## src/rtl/shift_unit_pkg.sv

```systemverilog
package shift_unit_pkg;

    typedef enum logic [2:0] {
        OP_LSL  = 3'b000,
        OP_LSR  = 3'b001,
        OP_ROL  = 3'b010,
        OP_ROR  = 3'b011,
        OP_ASL  = 3'b100,
        OP_ASR  = 3'b101,
        OP_RSV6 = 3'b110,
        OP_RSV7 = 3'b111
    } shift_op_e;

    // Codes 0..5 move the word; bit 0 of those codes selects rightward.
    function automatic logic op_moves(input logic [2:0] code);
        return (code <= 3'b101);
    endfunction

endpackage

```

## src/rtl/shift_datapath.sv

```systemverilog
module shift_datapath
    import shift_unit_pkg::*;
#(
    parameter int WIDTH = 8
) (
    input  logic [2:0]       op,
    input  logic             ser_in,
    input  logic [WIDTH-1:0] din,
    output logic [WIDTH-1:0] result,
    output logic             exit_bit
);
    localparam int MSB = WIDTH - 1;

    logic go_right;
    logic fill_lo;
    logic fill_hi;

    assign go_right = op[0];

    // Bit entering at position 0 on a left move.
    always_comb begin
        unique case (shift_op_e'(op))
            OP_LSL:  fill_lo = ser_in;
            OP_ROL:  fill_lo = din[MSB];
            default: fill_lo = 1'b0;
        endcase
    end

    // Bit entering at the top position on a right move.
    always_comb begin
        unique case (shift_op_e'(op))
            OP_LSR:  fill_hi = ser_in;
            OP_ROR:  fill_hi = din[0];
            OP_ASR:  fill_hi = din[MSB];
            default: fill_hi = 1'b0;
        endcase
    end

    assign exit_bit = go_right ? din[0] : din[MSB];

    for (genvar i = 0; i < WIDTH; i++) begin : g_bit
        logic from_right_nb;
        logic from_left_nb;
        if (i == 0) begin : g_lo
            assign from_right_nb = fill_lo;
        end else begin : g_mid_lo
            assign from_right_nb = din[i-1];
        end
        if (i == MSB) begin : g_hi
            assign from_left_nb = fill_hi;
        end else begin : g_mid_hi
            assign from_left_nb = din[i+1];
        end
        assign result[i] = go_right ? from_left_nb : from_right_nb;
    end

endmodule

```

## src/rtl/shift_sign_watch.sv

```systemverilog
module shift_sign_watch
    import shift_unit_pkg::*;
#(
    parameter int WIDTH = 8
) (
    input  logic [2:0]       op,
    input  logic [WIDTH-1:0] din,
    output logic             sign_flip
);
    localparam int MSB = WIDTH - 1;

    // Only a left arithmetic move can reverse the sign of the value.
    always_comb begin
        if (shift_op_e'(op) == OP_ASL) begin
            sign_flip = din[MSB] ^ din[MSB-1];
        end else begin
            sign_flip = 1'b0;
        end
    end

endmodule

```

## src/rtl/shift_unit.sv

```systemverilog
module shift_unit
    import shift_unit_pkg::*;
#(
    parameter int WIDTH = 8
) (
    input  logic             clk,
    input  logic             rst,
    input  logic             shift_en,
    input  logic [2:0]       shift_op,
    input  logic             ser_in,
    input  logic [WIDTH-1:0] din,
    output logic [WIDTH-1:0] dout,
    output logic             out_bit,
    output logic             ovf
);
    typedef struct packed {
        logic [WIDTH-1:0] word;
        logic             gone;
        logic             vs;
    } state_t;

    state_t st_d;
    state_t st_q;

    logic [WIDTH-1:0] moved;
    logic             leaving;
    logic             flip;

    shift_datapath #(.WIDTH(WIDTH)) u_path (
        .op       (shift_op),
        .ser_in   (ser_in),
        .din      (din),
        .result   (moved),
        .exit_bit (leaving)
    );

    shift_sign_watch #(.WIDTH(WIDTH)) u_sign (
        .op        (shift_op),
        .din       (din),
        .sign_flip (flip)
    );

    always_comb begin
        st_d = st_q;
        if (shift_en && op_moves(shift_op)) begin
            st_d.word = moved;
            st_d.gone = leaving;
            st_d.vs   = flip;
        end
    end

    always_ff @(posedge clk) begin
        if (rst) begin
            st_q <= '0;
        end else begin
            st_q <= st_d;
        end
    end

    assign dout    = st_q.word;
    assign out_bit = st_q.gone;
    assign ovf     = st_q.vs;

endmodule

```

## config.mk

```make
export PLATFORM = sky130hd
export DESIGN_NAME = shift_unit
export DESIGN_NICKNAME = d
export VERILOG_FILES = /design/src/rtl/shift_unit_pkg.sv /design/src/rtl/shift_datapath.sv /design/src/rtl/shift_sign_watch.sv /design/src/rtl/shift_unit.sv
export SDC_FILE = /design/constraint.sdc
export NUM_CORES = 1
export LEC_CHECK = 0
export BUFFER_PORTS_ARGS = -buffer_cell sky130_fd_sc_hd__buf_2
export CELL_PAD_IN_SITES_DETAIL_PLACEMENT = 2
export CELL_PAD_IN_SITES_GLOBAL_PLACEMENT = 2
export CORE_MARGIN = 2
export CORE_UTILIZATION = 23
export CTS_CLUSTER_SIZE = 30
export DETAILED_ROUTE_END_ITERATION = 8
export PLACE_DENSITY = 0.8
export SYNTH_ARGS = -nofsm -noshare
export SYNTH_HDL_FRONTEND = slang
export SYNTH_SLANG_ARGS = --single-unit
```

## constraint.sdc

```tcl
create_clock -name clk -period 1.11 [get_ports clk]
set_input_delay 0.222 -clock clk [delete_from_list [all_inputs] [get_ports clk]]
set_output_delay 0.222 -clock clk [all_outputs]
set_load 0.02 [all_outputs]
```

== After elaboration in Yosys (flattened, before gate mapping) ==
Cells that the tools add are included.

* $lt $le $gt $ge: 1
* Equality and inequality tests: 5
* Multiplexer cells: 12
* Bitwise operators: 1
* Reduce and logical (&&, ||, !) cells: 2

{| class="wikitable"
|+ Operator list
! kind !! count
|-
| $mux 1 || 10
|-
| $eq 3x2->1 const B || 2
|-
| $eq 3x3->1 const B || 2
|-
| $eq 3x1->1 const B || 1
|-
| $le 3x3->1 const B || 1
|-
| $logic_not 3->1 || 1
|-
| $pmux 1 s3 || 1
|-
| $pmux 1 s2 || 1
|-
| $logic_and 1x1->1 || 1
|-
| $xor 1x1->1 || 1
|}

* Register bits: 10
* Input port bits: 15
* Output and inout port bits: 10
* Logic and storage cells: 24

== Longest topological paths before layout ==
* Depth after elaboration: 3
* Mapped depth: 4
* Mapped depth without buffers: 3

== Cells and area by module ==
From an unflattened synthesis, not the netlist that was laid out.

* Cell total of the unflattened synthesis: 61
* Area total of the unflattened synthesis: 650.6 µm²

{| class="wikitable"
|+ By module, submodules not included
! module !! instances !! cells an instance !! area each (µm²) !! seq. area each (µm²)
|-
| shift_unit || 1 || 44 || 455.4 || 200.2
|-
| shift_datapath || 1 || 15 || 171.4 || 0.0
|-
| shift_sign_watch || 1 || 2 || 23.8 || 0.0
|}

== Worst setup path before layout ==
Ideal clock, no wire load.

* Path type: input-to-reg
* From: in shift_en
* To: reg st_q, in the netlist dout[7]
* Setup time: 0.092 ns
* Arrival time: 0.886 ns
* Required time: 1.018 ns
* Slack: 0.131 ns
* Stages: 4
* Path buffers: 1
* Cells stage by stage: a21boi_2 buf_4 o211ai_1 o32ai_1

* Cells in the longest elaborated chain, start to end: 1

{| class="wikitable"
|+ Ends and longest elaborated chain
! element !! line !! RTL
|-
| from (decl) || shift_unit.sv:8 || <nowiki>input logic shift_en,</nowiki>
|-
| $logic_and 1x1->1 || shift_unit.sv:45 || <nowiki>if (shift_en && op_moves(shift_op)) begin</nowiki>
|-
| to (signal assigned) || shift_unit.sv:56 || <nowiki>st_q <= st_d;</nowiki>
|-
| to (decl) || shift_unit.sv:23 || <nowiki>state_t st_q;</nowiki>
|}

No other way between the ends.
A chain may end at the register's enable or synchronous reset.

== Final worst setup path ==
* From: reg st_q, in the netlist dout[1]
* To: out dout[1]

{| class="wikitable"
|+ RTL lines
! element !! line !! RTL
|-
| to (decl) || shift_unit.sv:12 || <nowiki>output logic [WIDTH-1:0] dout,</nowiki>
|}

No word-level cell between the ends.

==> impl_metrics.py <==
metrics = {
    "yosys": {
        "yosys.area.top_type_share": 0.406,
        "yosys_most_used_dff": "dfxtp_1",
        "synth_top_area_cell": "dfxtp_1",
        "synth_area_leaders": "dfxtp_1, mux2i_1, a211oi_1, nor2_1, a21boi_2",
        "ys_types": 21,
        "avgSynthCellArea_um2": 9.48,
        "synth_cells": 52,
        "seq_area_frac_synth": 0.406,
        "synth-seq-cells": 10,
        "synth_nets": 67,
        "async_reset_ff_frac": 0,
        "ys_warn_count": 0,
        "synth_edf_count": 0,
        "synth_area_um2": 493,
    },
    "clock_network": {
        "cts.repair.resized": 0,
        "cts_setup_buffers": 0,
        "cts_tree": "yes",
        "h-tree-depth": 1,
        "clkLatencyLatePin_ns": 0.26,
        "clkTransAtPathRegs_ns": 0.08,
        "ctsHoldBuffers": 0,
        "cts.sinks": 10,
        "cts_inserted_buffers": 3,
        "root_buffer": "clkbuf_4",
        "cts_max_path_buffers": 2,
    },
    "power": {
        "p_switching_uw": 272,
        "p_int_uw": 666,
        "combPwrFrac": 0.211,
        "switching_share": 0.290,
        "power.density_nw_per_um2": 1380,
        "seqPwrFrac": 0.423,
        "p_leak_nw": 0.332,
        "p_clk_frac": 0.366,
        "ir_worst_vdd_mv": 0.429,
    },
    "floorplanning": {
        "dieArea_um2": 2530,
        "die_w_um": 50.3,
        "rows": 16,
        "fp.dieH_um": 50.3,
        "initial_core_util": 0.249,
        "core_area_um2": 1980,
        "pin_count": 25,
    },
    "routing": {
        "viasPerCell": 4.65,
        "totalWireLength_um": 1420,
        "first_pass_iters": 4,
        "drcViolationCount": 0,
        "drt-initial-drc-count": 2,
        "routedWlPerCell_um": 13.4,
        "vias": 493,
        "ant_nets": 0,
    },
    "hold_path": {
        "hold-path-endpoint": "dout[0]",
        "hold_class": "in -> reg",
        "min_delay_path_depth": 3,
        "min_from": "din[1]",
    },
    "placed_design": {
        "io_buffers": 24,
        "place.gp.congestion": 0.658,
        "post-place-cells": 102,
        "dp_slack_ns": 0.0301,
        "hpwl_um": 1110,
    },
    "sta": {
        "fin_crit_sh": 0.906,
        "slew-limit-headroom": 0.803,
        "finalHoldViolCount": 0,
        "tns_ns": 0,
        "holdWs_ns": 0.248,
        "slew_viol_final": 0,
        "setup_viol": 0,
        "max_freq_mhz": 994,
        "finalWorstPathRequiredPeriod_ns": 1.01,
        "fin_ws_ns": 0.104,
        "rsz0062_at_grt": "no",
        "max_slew.worst_pin.slew_ns": 0.295,
        "finClkSkew_ns": 0,
    },
    "setup_path": {
        "crit_fanout": 2,
        "required_ns": 0.89,
        "crit_chain": "buf_2",
        "critical_path_buf_inv_count": 1,
        "cp_top_family": "flip-flops",
        "rr_worst_depth": 2,
        "regToRegSetupSlack_ns": 0.41,
        "crit_type": "reg -> out",
        "start_kind": "flip-flop",
        "cpMaxStageDelayCell": "dfxtp_1",
        "timing.rr.start": "dout[7]",
        "setup.worst_path.end_class": "primary output",
        "crit_arrival_ns": 0.78,
        "cpPeakStageDelay_ns": 0.34,
        "r2r_end": "dout[7]",
    },
    "global_routing": {
        "grt_max_degree": 13,
        "grt_pass1_vias": 542,
        "gr-usage-all-layers": 0.124,
        "grt_overflow": 0,
        "antenna_found_initial": 0,
        "grt_pass1_wl_um": 2370,
    },
    "flow_run": {
        "maxCapViolations": 0,
    },
    "layout": {
        "synthToLayoutAreaGrowth_pct": 38.3,
        "drive_above_1_share": 0.392,
        "finalNonFillerCells": 106,
        "finalNetCount": 95,
        "antenna_cells": 0,
    },
    "outcome": {
        "outcome": "finished clean",
    },
}
==> per-stage QoR <==
step	util	power [mW]	area (um^2)
floorplan	-	0.521	493
global placement	0.326	0.599	646
detailed placement	0.326	0.606	646
CTS	0.344	0.953	682
global route	0.344	0.992	682
finish	0.344	0.939	682
==> layout make-up <==
cell class              count  area (um^2)
fillers                   250         1300
inverters                   2         7.51
well taps                  27         33.8
clock buffers               4         36.3
multi-input cells          37          269
flip-flops and latches     10          200
repair buffers             26          135
==> kinds of logic (layout without fill, tap and decap cells) <==
kind of cell,after synthesis,in the layout,share of synthesized area
buffers and inverters,5,32,0.0482
AND/OR/NAND/NOR,13,13,0.129
multiplexers,9,9,0.183
AO/OA/AOI/OAI,14,14,0.216
flip-flops,10,10,0.406
XOR/XNOR,1,1,0.0178
==> sequential cells by signal (all words and copies together), names as in the netlist <==
register  flops
ovf           1
dout          8
out_bit       1
==> worst max path at each step <==
stage | to | start | depth (start not counted) | slack (ns)
final | dout[1] | dout[1] | 1 | 0.10
after global routing | dout[1] | dout[1] | 1 | 0.05
after CTS | dout[1] | dout[1] | 1 | 0.08
after detailed placement | dout[0] | shift_op[0] | 3 | 0.03
after global placement | dout[0] | shift_op[0] | 3 | 0.08
after floorplan | dout[7] | shift_en | 4 | 0.13
==> worst min-delay path, cell delays in order <==
cell	delay [ns]
buf_2	0.11
nand2_1	0.06
a31oi_1	0.08
==> cell usage after synthesis, drive strengths merged, types with 2 or more instances <==
cell type	count
nand2	2
dfxtp	10
buf	3
inv	2
a211oi	7
nor2	7
mux2i	9
==> power groups by stage <==
stage / clock network (mW) / logic [mW] / registers, mW
after floorplan: 0 / 0.0833 / 0.438
after global placement: 0 / 0.194 / 0.404
after detailed placement: 0 / 0.200 / 0.406
after CTS: 0.353 / 0.202 / 0.398
after global routing: 0.372 / 0.219 / 0.401
final: 0.344 / 0.198 / 0.397
==> routing by layer <==
| layer | vias to the layer above | GRT usage | routed length [um] |
|---|---|---|---|
| met5 | - | 0 | 0 |
| met4 | 0 | 0.0946 | 21 |
| met3 | 2 | 0.0119 | 70 |
| met2 | 15 | 0.204 | 707 |
| met1 | 230 | 0.148 | 623 |
| li1 | 246 | - | - |
==> cells in the final DEF (no fill, tap or decap), types with 2 or more instances in the layout <==
cell	instances
inv_1	2
nand2_1	2
nor2_1	7
mux2i_1	9
clkbuf_4	3
dfxtp_1	10
a211oi_1	7
buf_2	24
buf_4	2
(Power assumes the default switching activity.)
